### config.mk
export PLATFORM = sky130hd
export DESIGN_NAME = defer_watchdog
export DESIGN_NICKNAME = d
export VERILOG_FILES = /design/src/rtl/defer_watchdog_pkg.sv /design/src/rtl/defer_counter.sv /design/src/rtl/defer_abort_ctrl.sv /design/src/rtl/defer_watchdog.sv
export SDC_FILE = /design/constraint.sdc
export NUM_CORES = 1
export LEC_CHECK = 0
export ABC_AREA = 1
export BUFFER_PORTS_ARGS = -buffer_cell sky130_fd_sc_hd__buf_4
export CAP_MARGIN = 10
export CORE_ASPECT_RATIO = 0.6
export CORE_MARGIN = 1
export CORE_UTILIZATION = 40
export CTS_BUF_LIST = sky130_fd_sc_hd__clkbuf_8 sky130_fd_sc_hd__clkbuf_16
export CTS_CLUSTER_DIAMETER = 50
export DETAILED_ROUTE_END_ITERATION = 6
export PLACE_DENSITY = 0.63
export SLEW_MARGIN = 15
export SYNTH_ARGS = -nofsm -noshare
export SYNTH_HDL_FRONTEND = slang
export SYNTH_SLANG_ARGS = --single-unit
### constraint.sdc
create_clock -name clk_i -period 1.8 [get_ports clk_i]
set_clock_uncertainty 0.1 [all_clocks]
set_input_delay 0.09 -clock clk_i [delete_from_list [all_inputs] [get_ports clk_i]]
set_output_delay 0.09 -clock clk_i [all_outputs]
set_load 0.1 [all_outputs]
### src/rtl/defer_watchdog_pkg.sv
package defer_watchdog_pkg;
  localparam int unsigned DFR_LIMIT_DEF = 24288;

  function automatic int unsigned dfr_cnt_w(input int unsigned lim);
    return $clog2(lim + 1);
  endfunction
endpackage

### src/rtl/defer_counter.sv
module defer_counter #(
  parameter int unsigned LIMIT = 24288,
  parameter int unsigned CNT_W = 15
) (
  input  logic             clk_i,
  input  logic             rst_ni,
  input  logic             clr_i,
  input  logic             inc_i,
  output logic [CNT_W-1:0] cnt_o,
  output logic             at_lim_o
);
  localparam logic [CNT_W-1:0] LIM_C = CNT_W'(LIMIT);

  logic [CNT_W-1:0] cnt_q;

  always_ff @(posedge clk_i or negedge rst_ni) begin
    if (!rst_ni)                       cnt_q <= '0;
    else if (clr_i)                    cnt_q <= '0;
    else if (inc_i && cnt_q != LIM_C)  cnt_q <= cnt_q + CNT_W'(1); // saturate at limit
  end

  assign cnt_o    = cnt_q;
  assign at_lim_o = (cnt_q == LIM_C);
endmodule

### src/rtl/defer_abort_ctrl.sv
module defer_abort_ctrl (
  input  logic clk_i,
  input  logic rst_ni,
  input  logic chk_en_i,
  input  logic tx_ready_i,
  input  logic crs_i,
  input  logic bit_tick_i,
  input  logic at_lim_i,
  output logic deferring_o,
  output logic fire_o,
  output logic abort_o
);
  logic lock_q, abort_q;

  assign deferring_o = tx_ready_i & crs_i & ~lock_q;
  // tick that would take the count past the limit
  assign fire_o = deferring_o & chk_en_i & bit_tick_i & at_lim_i;

  always_ff @(posedge clk_i or negedge rst_ni) begin
    if (!rst_ni) begin
      lock_q  <= 1'b0;
      abort_q <= 1'b0;
    end else begin
      abort_q <= fire_o;
      if (fire_o)           lock_q <= 1'b1;
      else if (!tx_ready_i) lock_q <= 1'b0;
    end
  end

  assign abort_o = abort_q;
endmodule

### src/rtl/defer_watchdog.sv
module defer_watchdog
  import defer_watchdog_pkg::*;
#(
  parameter int unsigned LIMIT = DFR_LIMIT_DEF
) (
  input  logic clk_i,
  input  logic rst_ni,
  input  logic chk_en_i,
  input  logic tx_ready_i,
  input  logic crs_i,
  input  logic bit_tick_i,
  input  logic restart_i,
  output logic abort_o,
  output logic deferring_o
);
  localparam int unsigned CNT_W = dfr_cnt_w(LIMIT);

  logic [CNT_W-1:0] cnt;
  logic at_lim, fire, dfr;

  defer_abort_ctrl u_ctrl (
    .clk_i      (clk_i),
    .rst_ni     (rst_ni),
    .chk_en_i   (chk_en_i),
    .tx_ready_i (tx_ready_i),
    .crs_i      (crs_i),
    .bit_tick_i (bit_tick_i),
    .at_lim_i   (at_lim),
    .deferring_o(dfr),
    .fire_o     (fire),
    .abort_o    (abort_o)
  );

  defer_counter #(.LIMIT(LIMIT), .CNT_W(CNT_W)) u_cnt (
    .clk_i   (clk_i),
    .rst_ni  (rst_ni),
    .clr_i   (~dfr | restart_i | fire),
    .inc_i   (bit_tick_i),
    .cnt_o   (cnt),
    .at_lim_o(at_lim)
  );

  assign deferring_o = dfr;
endmodule

=== After elaboration in Yosys (flattened, before gate mapping) ===
Index checks and enable logic that the tools add are counted.

* Register bits after elaboration: 17
* Bits in latches: 0
* Memory bits (writable): 0
* Bits in read-only memories: 0
* Input bits: 7
* Output and inout bits: 2
* Word-level logic and storage cells: 22
* Memories kept: 0

* Add/subtract/negate cells: 1
* $mul: 0
* Div/mod/pow operators: 0
* $lt $le $gt $ge: 0
* Equal/unequal tests: 3
* Shift-type cells: 0
* Multiplexer cells: 4
* Bitwise operators: 9
* Reductions and logical operators: 2

{| class="wikitable"
|+ Operators with widths
! kind !! number
|-
| $mux 15 || 2
|-
| $add 15x1->15 const B || 1
|-
| $eq 15x15->1 const B || 1
|-
| $ne 15x15->1 const B || 1
|-
| $and 1x1->1 || 5
|-
| $mux 1 || 2
|-
| $ne 2x1->1 const B || 1
|-
| $not 1->1 || 2
|-
| $or 1x1->1 || 2
|-
| $reduce_bool 2->1 || 1
|-
| $logic_and 1x1->1 || 1
|}

=== Logic depth before layout (Yosys ltp) ===
* Word-level depth: 7
* Gate-level depth with buffers: 11
* Gate-level depth less buffers: 11

=== Modules after synthesis ===
From an unflattened synthesis, not the netlist that was laid out.

* Cells, all modules: 165
* Area total of the unflattened synthesis: 1138.6 µm²

{| class="wikitable"
|+ Modules (own cells, without submodules)
! module !! instances !! cells an instance !! area an instance (µm²) !! seq. area each (µm²)
|-
| defer_counter || 1 || 151 || 1039.7 || 375.4
|-
| defer_abort_ctrl || 1 || 11 || 86.3 || 50.0
|-
| defer_watchdog || 1 || 3 || 12.5 || 0.0
|}

=== Worst setup path after synthesis ===
OpenSTA, ideal clock, no wires.

* Kind: register -> register
* Start point: register u_cnt.cnt_q[0] (netlist: u_cnt.cnt_o[0])
* End point: register u_cnt.cnt_q[13] (netlist: u_cnt.cnt_o[13])
* Library setup time: 0.116 ns
* Data arrival time: 1.323 ns
* Data required time: 1.584 ns
* Setup slack: 0.261 ns
* Cell stages (with the launch flop): 12
* Buffers on the path: 0
* Period minus slack after synthesis: 1.539 ns
* Path through: dfrtp_1 > inv_1 > ha_1 > nand2_1 > inv_1 > nand2_2 > nor2_4 > nand3_4 > nand2_8 > inv_6 > nand3_2 > nand2_2

* Word-level cells in the longest chain between the ends: 4
* Elaborated cells on any way between the ends: 9
* Those cells by class: add/sub: 1; eq/ne: 2; mux: 2; bitwise: 2; reduce/logical: 2

{| class="wikitable"
|+ RTL lines
! item !! line !! source
|-
| start, declared || defer_counter.sv:14 || <nowiki>logic [CNT_W-1:0] cnt_q;</nowiki>
|-
| start signal, assigned || defer_counter.sv:19 || <nowiki>else if (inc_i && cnt_q != LIM_C) cnt_q <= cnt_q + CNT_W'(1);</nowiki>
|-
| branches (longest 4 deep; another with $add 15x1->15) || n/a ||
|}

Several ways; the timed one is not identified. The select of a mux whose other input is x is not followed.
A chain may end at the register's enable or synchronous reset.

=== Worst setup path in the final report ===
* Start point: register u_cnt.cnt_q[0] (netlist: u_cnt.cnt_o[0])
* End point: register u_cnt.cnt_q[8] (netlist: u_cnt.cnt_o[8])

Same word-level chain as after synthesis.

==> key figures <==
Floorplanning
  – Initial Util: 0.437
  – Die Y: 46.2 µm
  – Std-Cell Rows: 15
  – Core ar.: 2980 µm²
  – Chip width: 75.7 µm
  – Num ports: 9
  – Die area: 3500 µm²

Job
  – Max cap viols: 0

Global routing
  – Largest net degree at the start of global routing: 18
  – GRT Total Usage: 0.207
  – First-pass GRT wire length: 5.06 mm
  – Initial antenna violation count: 0
  – Number of global-route vias before repair: 1019
  – Global route total overflow: 0

Detailed routing
  – First-pass DRT Iterations: 4
  – Post-DRT Antenna Nets: 0
  – Drt drc: 0
  – Via count: 1240
  – Via-to-Cell Ratio: 4.94
  – Routed len/inst: 12.6 µm
  – Initial DRC count: 118
  – Final wirelength: 3.16 mm

Power and ir drop
  – Leak: 0.000685 µW
  – Power per Cell Area: 501 nW/µm²
  – Peak supply drop: 0.268 mV

STA
  – RSZ-0062 raised after global routing: false
  – Slew Viols, Final: 0
  – Maximum clock frequency: 585 MHz
  – Final min period: 1.71 ns
  – Sum Neg Setup Slack: 0 ns
  – Final Hold Fails: 0
  – Final setup violation count: 0
  – Final worst slack: 0.0897 ns
  – Slew margin rel.: 0.818
  – Worst Tran Pin Value: 0.272 ns
  – Period utilisation layout: 0.950

Synth
  – Post-synth EDFFs: 0
  – Area leader, netlist: dfrtp_1
  – Distinct cells, synth: 22
  – Synth Net Count: 202
  – Post-synth top area share: 0.326
  – Area contributors post-synth: dfrtp_1 33%, nand2_1 17%, nor2_1 10%
  – Most common cell in the netlist: nand2_1
  – Post-Syn Area: 1310 µm²
  – Seq/Total Area, Yosys: 0.326
  – Synth async-reset ratio: 1.00
  – Synth warn: 0
  – Top_reg_cell synth: dfrtp_1
  – Cell count after synthesis: 193
  – #FFs+latches synth: 17
  – Post-synth top cells: 59 x nand2_1, 35 x nor2_1, 23 x inv_1
  – Avg Cell Area, Syn: 6.76 µm²

Placement
  – Post-DP HPWL: 2.38 mm
  – Place WS: 0.110 ns
  – IO Port Bufs: 8
  – Routability cong.: 0.898
  – DP Area: 1430 µm²

Hold path
  – Worst hold path class: in -> reg

Setup path
  – Sequence of cells on the critical path: inv_1 -> ha_1 -> nand2_1 -> inv_1 -> nand2_2 -> nor2_4 -> nand3_4 -> nand2_8 -> inv_6 -> nand2_1 -> nor2_1
  – Crit-path max cell delay: 0.44 ns
  – WP buf/inv: 3
  – CP endpoint kind: register
  – Worst Path Arrival: 1.76 ns
  – CP max stage cell: dfrtp_2
  – Crit path launch type: register
  – Critical path class: reg -> reg
  – CP max FO: 10
  – Critical Path RT: 1.85 ns
  – CP delay by family, top: simple AND/OR/NAND/NOR gates

Clock network
  – Worst-path clk slew: 0.07 ns
  – H-tree lvl count: 1
  – CTS buffer count: 3
  – Post-CTS Setup Bufs: 0
  – Clk sinks: 17
  – Root Driver: clkbuf_8
  – Clk buf depth: 2
  – CTS tree: built
  – Skew-Pair Late Insertion Delay: 0.25 ns

Finish
  – Final instance area: 1500 µm²
  – # diodes: 0
  – Area grow syn2layout: 15.0%
  – Share of cells above drive strength 1: 0.211
  – Final nets: 219

Status
  – Status: finished clean
timing repair:
action	4_1_cts	5_1_grt
setup endpoints to repair	0	2
gates resized for setup	0	1
endpoints found under the hold margin	18	0
hold buffers	2	0
kinds of logic (layout without fill, tap and decap cells):
kind of cell | count (synthesis) | after routing | synth area share
AOI/OAI and AO/OA | 3 | 3 | 0.0115
adders and majority gates | 2 | 2 | 0.0192
buffers and inverters | 28 | 44 | 0.0901
DFF | 17 | 17 | 0.326
and+or+nand+nor | 143 | 143 | 0.553
worst min-delay path, stage by stage:
cell and delay, ns:
buf_4 0.11, nand2_1 0.11, nor3_1 0.07
cells in the final DEF, fill, tap and decap left out, drive strengths merged:
| master | synthesis | layout |
|---|---|---|
| a21oi | 2 | 2 |
| nand2 | 69 | 69 |
| clkbuf | 0 | 3 |
| nand3 | 16 | 16 |
| nor3 | 2 | 2 |
| dfrtp | 17 | 17 |
| ha | 2 | 2 |
| nor2 | 41 | 41 |
| nand3b | 1 | 1 |
| dlygate4sd3 | 0 | 2 |
| nand4 | 14 | 14 |
| o21ai | 1 | 1 |
| inv | 26 | 26 |
| buf | 2 | 12 |
| clkinv | 0 | 1 |
final timing paths:
| kind | slack [ns] | to | cells past startpoint | startpoint |
|---|---|---|---|---|
| hold / removal | 0.06 | u_ctrl.abort_o | 3 | chk_en_i |
| hold reg to reg | 0.42 | u_ctrl.lock_q | 2 | u_ctrl.lock_q |
| setup / recovery | 0.09 | u_cnt.cnt_o[8] | 11 | u_cnt.cnt_o[0] |
| setup reg to reg | 0.09 | u_cnt.cnt_o[8] | 11 | u_cnt.cnt_o[0] |
| max in group asynchronous | 1.25 | u_cnt.cnt_o[0] | 2 | rst_ni |
| min in group asynchronous | 0.14 | u_cnt.cnt_o[5] | 2 | rst_ni |
metrics by stage:
stage / cells / util / power (µW) / hold WS (ns)
after global routing: 251 / 0.503 / 794 / 0.0659
after floorplan: 193 / - / 427 / -0.306
after CTS: 251 / 0.502 / 763 / 0.0491
after detailed placement: 245 / 0.480 / 460 / -0.124
final: 251 / 0.503 / 752 / 0.0567
after global placement: 245 / 0.480 / 458 / -0.127
where the power goes:
group	internal, µW	switching, µW
clock network	154	142
logic	23.9	48.2
registers	383	1.05
flip-flops by register name (all words and copies together) (netlist names):
name / flops
u_cnt.cnt_o: 15
u_ctrl.lock_q: 1
u_ctrl.abort_o: 1
routing by layer:
metal,vias up,track usage,share of wire
met2,31,0.276,0.43
li1,643,-,-
met5,-,0,0
met4,0,0.0519,0.0066
met3,2,0.0525,0.041
met1,564,0.322,0.53
cell type report:
type	count	area, µm²
fill	307	1480
multi-input combinational	148	762
sequential	17	427
timing repair buffer	14	110
inverter	26	103
tap	42	52.6
clock buffer	3	41.3
clock inverter	1	5.00
No activity file was read; power rests on OpenSTA's default activity.
